$ cat src/rtl/spi_eeprom_page_writer.sv
module spi_eeprom_page_writer #(
  parameter int OPW        = 8,
  parameter int ADDR_BITS  = 8,
  parameter int PAGE_BYTES = 32,
  parameter int WORD_SIZE  = 256,
  parameter int BIT_DLY    = 1,
  parameter int POLL_DLY   = 3,
  parameter int WCYC_DLY   = 12,
  parameter int GNT_TRIES  = 4,
  parameter int RDY_TRIES  = 4,
  localparam int CW = $clog2(WORD_SIZE + 1)
) (
  input  logic          clk,
  input  logic          rst_n,
  input  logic          start,
  input  logic [CW-1:0] start_offset,
  input  logic [CW-1:0] word_count,
  input  logic [15:0]   wr_data,
  input  logic          wr_valid,
  output logic          wr_ready,
  output logic          access_req,
  input  logic          access_gnt,
  output logic          csn,
  output logic          sk,
  output logic          di,
  input  logic          sdo,
  output logic          done,
  output logic          err
);
  localparam int PW  = $clog2(PAGE_BYTES / 2);
  localparam int TW  = $clog2(WCYC_DLY + POLL_DLY + BIT_DLY + 2);
  localparam int MXT = (GNT_TRIES > RDY_TRIES) ? GNT_TRIES : RDY_TRIES;
  localparam int RW  = $clog2(MXT + 1);
  localparam logic [OPW-1:0] OP_WREN  = OPW'(8'h06);
  localparam logic [OPW-1:0] OP_WRITE = OPW'(8'h02);
  localparam logic [OPW-1:0] OP_RDSR  = OPW'(8'h05);
  localparam logic [OPW-1:0] OP_A8    = OPW'(8'h08);
  localparam bit A8_MODE = (ADDR_BITS == 8);

  typedef enum logic [3:0] {
    S_IDLE, S_REQ, S_PREP, S_RSOP, S_RSIN, S_RSCK, S_STBY, S_WREN,
    S_WOP, S_ADDR, S_DGET, S_DNXT, S_WCYC, S_REL, S_REL2, S_SH
  } st_t;

  st_t st, sh_ret, sb_ret;
  logic [1:0]    ph;
  logic [TW-1:0] tmr;
  logic [RW-1:0] tries;
  logic [CW-1:0] cur, left;
  logic [15:0]   sh;
  logic [4:0]    nbits;
  logic          rx, stat_lsb, err_pend;
  logic          bad;
  logic [ADDR_BITS-1:0] baddr;
  logic [OPW-1:0]       wop;

  assign bad = (start_offset >= CW'(WORD_SIZE)) || (word_count == '0) ||
               ({1'b0, word_count} > ({1'b0, CW'(WORD_SIZE)} - {1'b0, start_offset}));
  assign baddr    = ADDR_BITS'({cur, 1'b0});
  assign wop      = (A8_MODE && int'(cur) >= 128) ? (OP_WRITE | OP_A8) : OP_WRITE;
  assign wr_ready = (st == S_DGET) && (tmr == '0);

  always_ff @(posedge clk or negedge rst_n) begin
    if (!rst_n) begin
      st <= S_IDLE; sh_ret <= S_IDLE; sb_ret <= S_IDLE;
      ph <= '0; tmr <= '0; tries <= '0; cur <= '0; left <= '0;
      sh <= '0; nbits <= '0; rx <= 1'b0; stat_lsb <= 1'b0; err_pend <= 1'b0;
      access_req <= 1'b0; csn <= 1'b1; sk <= 1'b0; di <= 1'b0;
      done <= 1'b0; err <= 1'b0;
    end else begin
      done <= 1'b0;
      if (tmr != '0) tmr <= tmr - 1'b1;
      else begin
        case (st)
          S_IDLE: if (start) begin
            err <= 1'b0;
            if (bad) begin
              done <= 1'b1; err <= 1'b1;
            end else begin
              cur <= start_offset; left <= word_count; tries <= '0;
              err_pend <= 1'b0; access_req <= 1'b1; st <= S_REQ;
            end
          end
          S_REQ: begin
            access_req <= 1'b1;
            if (access_gnt) begin
              tries <= '0; st <= S_PREP;
            end else if (tries == RW'(GNT_TRIES - 1)) begin
              access_req <= 1'b0; done <= 1'b1; err <= 1'b1; st <= S_IDLE;
            end else begin
              tries <= tries + 1'b1; tmr <= TW'(POLL_DLY);
            end
          end
          S_PREP: begin
            csn <= 1'b0; sk <= 1'b0; tmr <= TW'(BIT_DLY); st <= S_RSOP;
          end
          S_RSOP: begin
            sh <= 16'(OP_RDSR) << (16 - OPW); nbits <= 5'(OPW); rx <= 1'b0;
            sh_ret <= S_RSIN; st <= S_SH;
          end
          S_RSIN: begin
            nbits <= 5'd8; rx <= 1'b1; sh_ret <= S_RSCK; st <= S_SH;
          end
          S_RSCK: begin
            if (!stat_lsb) begin
              sb_ret <= S_WREN; st <= S_STBY;
            end else if (tries == RW'(RDY_TRIES - 1)) begin
              err_pend <= 1'b1; st <= S_REL;
            end else begin
              tries <= tries + 1'b1; tmr <= TW'(POLL_DLY);
              sb_ret <= S_RSOP; st <= S_STBY;
            end
          end
          S_STBY: begin
            tmr <= TW'(BIT_DLY);
            if (ph == 2'd0) begin
              csn <= 1'b1; ph <= 2'd1;
            end else begin
              csn <= 1'b0; ph <= 2'd0; st <= sb_ret;
            end
          end
          S_WREN: begin
            sh <= 16'(OP_WREN) << (16 - OPW); nbits <= 5'(OPW); rx <= 1'b0;
            sh_ret <= S_STBY; sb_ret <= S_WOP; st <= S_SH;
          end
          S_WOP: begin
            sh <= 16'(wop) << (16 - OPW); nbits <= 5'(OPW); rx <= 1'b0;
            sh_ret <= S_ADDR; st <= S_SH;
          end
          S_ADDR: begin
            sh <= 16'(baddr) << (16 - ADDR_BITS); nbits <= 5'(ADDR_BITS); rx <= 1'b0;
            sh_ret <= S_DGET; st <= S_SH;
          end
          S_DGET: if (wr_valid) begin
            sh <= {wr_data[7:0], wr_data[15:8]}; nbits <= 5'd16; rx <= 1'b0;
            cur <= cur + 1'b1; left <= left - 1'b1;
            sh_ret <= S_DNXT; st <= S_SH;
          end
          S_DNXT: begin
            if (cur[PW-1:0] == '0) begin
              sb_ret <= S_WCYC; st <= S_STBY;
            end else if (left == '0) st <= S_WCYC;
            else st <= S_DGET;
          end
          S_WCYC: begin
            tmr <= TW'(WCYC_DLY); st <= S_REL;
          end
          S_REL: begin
            csn <= 1'b1; sk <= 1'b0; tmr <= TW'(BIT_DLY); st <= S_REL2;
          end
          S_REL2: begin
            access_req <= 1'b0;
            if (err_pend) begin
              done <= 1'b1; err <= 1'b1; st <= S_IDLE;
            end else if (left != '0) begin
              tries <= '0; tmr <= TW'(BIT_DLY); st <= S_REQ;
            end else begin
              done <= 1'b1; st <= S_IDLE;
            end
          end
          S_SH: begin
            tmr <= TW'(BIT_DLY);
            case (ph)
              2'd0: begin di <= rx ? 1'b0 : sh[15]; ph <= 2'd1; end
              2'd1: begin sk <= 1'b1; ph <= 2'd2; end
              default: begin
                sk <= 1'b0; ph <= 2'd0;
                if (rx) stat_lsb <= sdo;
                sh <= sh << 1; nbits <= nbits - 1'b1;
                if (nbits == 5'd1) begin
                  st <= sh_ret;
                  di <= 1'b0;
                end
              end
            endcase
          end
          default: st <= S_IDLE;
        endcase
      end
    end
  end
endmodule


$ cat config.mk
export PLATFORM = sky130hd
export DESIGN_NAME = spi_eeprom_page_writer
export DESIGN_NICKNAME = d
export VERILOG_FILES = /design/src/rtl/spi_eeprom_page_writer.sv
export SDC_FILE = /design/constraint.sdc
export NUM_CORES = 1
export LEC_CHECK = 0
export BUFFER_PORTS_ARGS = -buffer_cell sky130_fd_sc_hd__buf_2
export CORE_MARGIN = 3
export CORE_UTILIZATION = 55
export DETAILED_ROUTE_END_ITERATION = 8
export HOLD_SLACK_MARGIN = 0.06
export PLACE_DENSITY_LB_ADDON = 0.08
export SLEW_MARGIN = 0
export SYNTH_ARGS = -nofsm -noshare
export SYNTH_HDL_FRONTEND = slang
export SYNTH_SLANG_ARGS = --single-unit
export TNS_END_PERCENT = 30
$ cat constraint.sdc
create_clock -name clk -period 2.7 [get_ports clk]
set_clock_uncertainty 0.1 [all_clocks]
set_input_delay 0.27 -clock clk [delete_from_list [all_inputs] [get_ports clk]]
set_output_delay 0.27 -clock clk [all_outputs]
set_load 0.01 [all_outputs]
Word level (Yosys, flattened, before mapping)
Index checks and enable logic that the tools add are counted.
{"block": "word_totals", "mem_bits_ro": 0, "latchBits": 0, "output_inout_bits": 7, "input_bits": 40, "ram_bits": 0, "n_memories": 0, "register_bits": 70, "elab_cells": 202}
{"block": "classes", "reduce_logical": 47, "n_shift": 0, "n_bitwise": 3, "mux": 85, "n_addsub": 6, "n_div": 0, "mul": 0, "n_lt_le_gt_ge": 3, "eq_ne": 39}
{"op": "case mux 16 bit (6 select lines)", "n": 1}
{"op": "2-to-1 mux 4 bit", "n": 16}
{"op": "2-to-1 mux 9 bit", "n": 6}
{"op": "case mux 4 bit (12 select lines)", "n": 1}
{"op": "2-to-1 mux 5 bit", "n": 8}
{"op": "case mux 9 bit (2 select lines)", "n": 2}
{"op": "equality test 4 bit (second input constant)", "n": 8}
{"op": "2-to-1 mux 16 bit", "n": 2}
{"op": "inequality test 2 bit (second input constant)", "n": 15}
{"op": "2-to-1 mux 1 bit", "n": 25}
{"op": "case mux 5 bit (5 select lines)", "n": 1}
{"op": "2-to-1 mux 3 bit", "n": 8}
{"op": "case mux 4 bit (6 select lines)", "n": 1}
{"op": "AND reduction 4 bit", "n": 6}
{"op": "logical NOT 9 bit", "n": 2}
{"op": "inequality test 3 bit (second input constant)", "n": 6}
{"op": "nonzero test 6 bit", "n": 3}
{"op": "equality test 4 x 3 -> 1 bit (second input constant)", "n": 4}
{"op": "case mux 1 bit (3 select lines)", "n": 5}
{"op": "case mux 5 bit (3 select lines)", "n": 1}
{"op": "nonzero test 3 bit", "n": 5}
{"op": "case mux 3 bit (4 select lines)", "n": 1}
{"op": "case mux 4 bit (3 select lines)", "n": 1}
{"op": "AND reduction 6 bit", "n": 2}
{"op": "other kinds (33)", "n": 53}

Depth between registers and ports, before layout
{"block": "depth", "depth_word": 7, "depth_mapped": 13, "ltp_nobuf": 12}

Least setup slack after synthesis
OpenSTA, ideal clock, no wires.
{"block": "synth_timing", "path_kind": "input port to flip-flop", "start": "in start_offset[0]", "end": "reg left[3]", "cell_stages": 13, "setup_ns": 0.121, "t_arrival_ns": 2.363, "path_slack_ns": 0.116, "path_cell_list": "inv_1 -> ha_1 -> and3_2 -> ha_1 -> inv_1 -> ha_1 -> o21ai_0 -> o21bai_1 -> a41o_4 -> nor2_4 -> a31o_1 -> buf_6 -> a22o_1"}
{"block": "synth_via", "elab_chain_len": 5, "word_cells_on_any_way": 7, "cone_classes": "1 x add/sub; 2 x order compare; 1 x eq/ne; 3 x reduce/logical"}
{"element": "start: declaration", "line_no": "16", "rtl": "input logic [CW-1:0] start_offset,"}
{"element": "subtractor 9 x 9 -> 10 bit / greater-or-equal comparator 9 bit (equally long branches)", "line_no": "58, 57"}
{"element": "greater-than comparator 9 x 10 -> 1 bit / logical OR 1 bit (equally long branches)", "line_no": "58, 57"}
{"element": "logical OR 1 bit (*)", "line_no": "57", "rtl": "assign bad = (start_offset >= CW'(WORD_SIZE)) || (word_count == '0) ||"}
{"element": "inequality test 2 bit (no line) (*)"}
{"element": "AND reduction 5 bit (no line) (*)"}
{"element": "end signal: assignment", "line_no": "136", "rtl": "cur <= cur + 1'b1; left <= left - 1'b1;"}
{"element": "end: declaration", "line_no": "49", "rtl": "logic [CW-1:0] cur, left;"}
Mark *: on every way between the ends. The rest lies on a longest branch, timed or not.
A chain may end at the register's enable or synchronous reset.

Worst setup path after layout
{"block": "layout_timing", "start": "in start_offset[3]", "end": "reg cur[1]"}
{"block": "layout_via", "elab_chain_len": 5, "word_cells_on_any_way": 7, "cone_classes": "1 x add/sub; 2 x order compare; 1 x eq/ne; 3 x reduce/logical"}
{"element": "subtractor 9 x 9 -> 10 bit / greater-or-equal comparator 9 bit (equally long branches)", "line_no": "58, 57"}
{"element": "greater-than comparator 9 x 10 -> 1 bit / logical OR 1 bit (equally long branches)", "line_no": "58, 57"}
{"element": "logical OR 1 bit (*)", "line_no": "57"}
{"element": "inequality test 2 bit (no line) (*)"}
{"element": "AND reduction 5 bit (no line) (*)"}
{"element": "end signal: assignment", "line_no": "136"}
{"element": "end: declaration", "line_no": "49"}
Marked as above.

==> results.cfg <==
[sta]
max_freq_mhz = 389
timing.setup.tns_ns = 0
fin_crit_sh = 0.952
setup_viol = 0
fin_ws_ns = 0.131
hold_slack_ns = 0.103
finalHoldViolations = 0
worst_slew_pin_slew_ns = 0.696
min_period_ns = 2.57
relSlewSlack = 0.536
finalMaxSlewViolations = 0
rsz0062_at_grt = false

[run]
max_cap_violations = 0

[placement]
dp_hpwl_mm = 9.63
io_buffers = 46
pre_cts_slack_ns = -0.266
placed_cell_area_sq_um = 5160
gp_congestion = 0.965

[route]
drt_iter0_drc = 396
postRouteAntennaNets = 0
post_drt_wl_per_cell_um = 17.8
dr.pass1.iters = 6
viasPerCell = 6.39
routed_wl_mm = 13.2
drc = 0
vias = 4743

[yosys]
ys_types = 69
synth-edff-count = 0
synth-async-reset-ratio = 1.00
synthesis.area_sq_um = 4590
synth_fp_nets = 618
ys_warn_count = 0
synth_seq_cells = 69
synth_cells = 560
synthFlopType = dfrtp_1
avgSynthCellArea_sq_um = 8.20
ys_seq_area_frac = 0.376

[worst_setup_path]
worst_r2r_path_depth = 8
path_common_cell = nor2_1
r2r-start = left[0]
worstPathRequired_ns = 2.88
cp_num_buf_inv = 2
cp_top_family = simple AND/OR/NAND/NOR gates
start_kind = primary input
crit_path_start = start_offset[3]
critPathMaxFanout = 5
cp-end-kind = flop
cp.depth = 14
r2r_end = left[8]
reg2reg_slack_ns = 0.22
slowest_stage = a41o_4
critical_path_class = primary input to flop
critPathCapture = cur[1]
cp_cell_sequence = buf_2, nor2_1, nand3_1, nor2_1, xor2_1, ha_1, and4_1, o21ai_0, o2111ai_1, a41o_4, nor2_4, a31o_1, buf_4, mux2i_1
max_stage_delay_ns = 0.29
worstPathArrival_ns = 2.75

[cts]
cts_buffers = 9
cts_tree = yes
clkLatencyLatePin_ns = 0.36
cts_setup_buffers = 0
cts_htree_levels = 3
cts.reportedPaths.clkPinSlew_ns = 0.08
clockBufferDepth = 2
numClockSinks = 69
root_buffer = clkbuf_8

[final_layout]
drive_gt1_frac = 0.208
nets = 693
mostFrequentLayoutCells = nand2_1, dfrtp_1, o21ai_0, a21oi_1, nor2_1
layout_commonest_cell = nand2_1
antennaDiodeCount = 0
final_area_sq_um = 5410
syn2layout_area_growth_pct = 17.7

[global_routing]
overflow = 0
grt_max_degree = 42
grt_pass1_wl_mm = 22.6
track_usage = 0.288
first_global_vias = 4661
grt_antenna_before_repair = 0

[die]
std_cell_rows = 32
die_h_um = 97.4
core_area_sq_um = 7930
ios = 47
dieArea_sq_um = 9480
die_w_um = 97.4
initial_core_util = 0.579

[power_and_ir_drop]
total_power_mw = 4.84
irDropWorstVdd_uv = 369
power_density_nw_per_um2 = 895
leakagePower_nw = 2.32

[min_path]
hp-class = primary input to flop

[run_status]
outcome = finished, final reports clean
what timing repair did:
action / in CTS / in global routing
gates resized for setup: 0 / 5
hold buffers: 3 / 0
setup endpoints to repair: 0 / 8
endpoints found under the hold margin: 29 / 0
per-layer routing:
layer / part of all wire / GRT usage
met1: 0.42 / 0.384
met5: 0 / 0
met4: 0.025 / 0.103
met2: 0.49 / 0.463
met3: 0.073 / 0.0603
registers in the layout, indices dropped and copies added, names as in the netlist, 2 cells and up:
register,flops
sh,16
left,9
sh_ret,4
sb_ret,3
cur,9
st,4
ph,2
nbits,5
tries,3
tmr,5
worst reg2reg max path, stage by stage, from the launching register on:
cell	delay (ns)
dfrtp_1	0.44
inv_1	0.08
ha_1	0.19
or3b_1	0.43
or3_1	0.39
or3_1	0.37
a21oi_1	0.19
a21oi_1	0.09
a21oi_1	0.13
synth_stat cells (all sizes together), types with 3 or more instances:
cell	instances	area [sq um]
mux2i	4	40.0
a21o	3	22.5
buf	12	73.8
o31a	3	26.3
nor2	55	221
nor4	6	50.0
a22oi	13	97.6
ha	18	225
o31ai	11	87.6
nor3	15	75.1
dfrtp	68	1700
a22o	6	52.6
o21a	5	37.5
clkbuf	18	67.6
nand3	14	70.1
and3	4	26.3
xnor2	4	35.0
o22ai	9	56.3
or3	5	31.3
nand2	70	263
nand2b	10	70.1
inv	22	82.6
o21ai	72	390
a21oi	55	275
mux2	5	56.3
a31oi	5	37.5
nor2b	6	37.5
a211oi	5	42.5
final cells by class:
type                    count  area (sq um)
inverters                  23          86.3
repair buffers             94           611
flip-flops and latches     69          1730
clock inverters             7          73.8
clock buffers               9           124
well taps                 102           128
multi-input cells         438          2660
fillers                   683          2520
power breakdown:
part / leakage [nW] / internal [mW] / switching, mW
clock network: 0.0996 / 0.430 / 0.445
registers: 0.881 / 1.37 / 0.382
logic: 1.34 / 0.890 / 1.32
stage by stage:
stage | std cells | util
finish | 742 | 0.682
global route | 742 | 0.682
CTS | 742 | 0.680
detailed placement | 723 | 0.651
global placement | 723 | 0.651
floorplan | 560 | -
cell families after synthesis:
logic type               after synthesis  share of synthesized area
AO/OA/AOI/OAI                        208                      0.289
AND/OR/NAND/NOR                      197                      0.204
flip-flops                            69                      0.376
buffers and inverters                 53                     0.0496
adder cells (fa/ha/maj)               18                     0.0490
multiplexers                           9                     0.0210
XOR/XNOR                               6                     0.0114
worst min path at each step:
stage           startpoint          to  slack (ns)  cells past startpoint
6_report        wr_data[4]      sh[12]        0.10                      3
5_1_grt         wr_data[0]       sh[8]        0.10                      3
4_1_cts        wr_data[15]       sh[7]         0.1                      3
3_5_place_dp         rst_n      tmr[2]        0.27                      1
3_3_place_gp         rst_n      tmr[4]        0.25                      1
2_1_floorplan        rst_n  access_req       -0.13                      0
No activity file was read; power rests on OpenSTA's default activity.
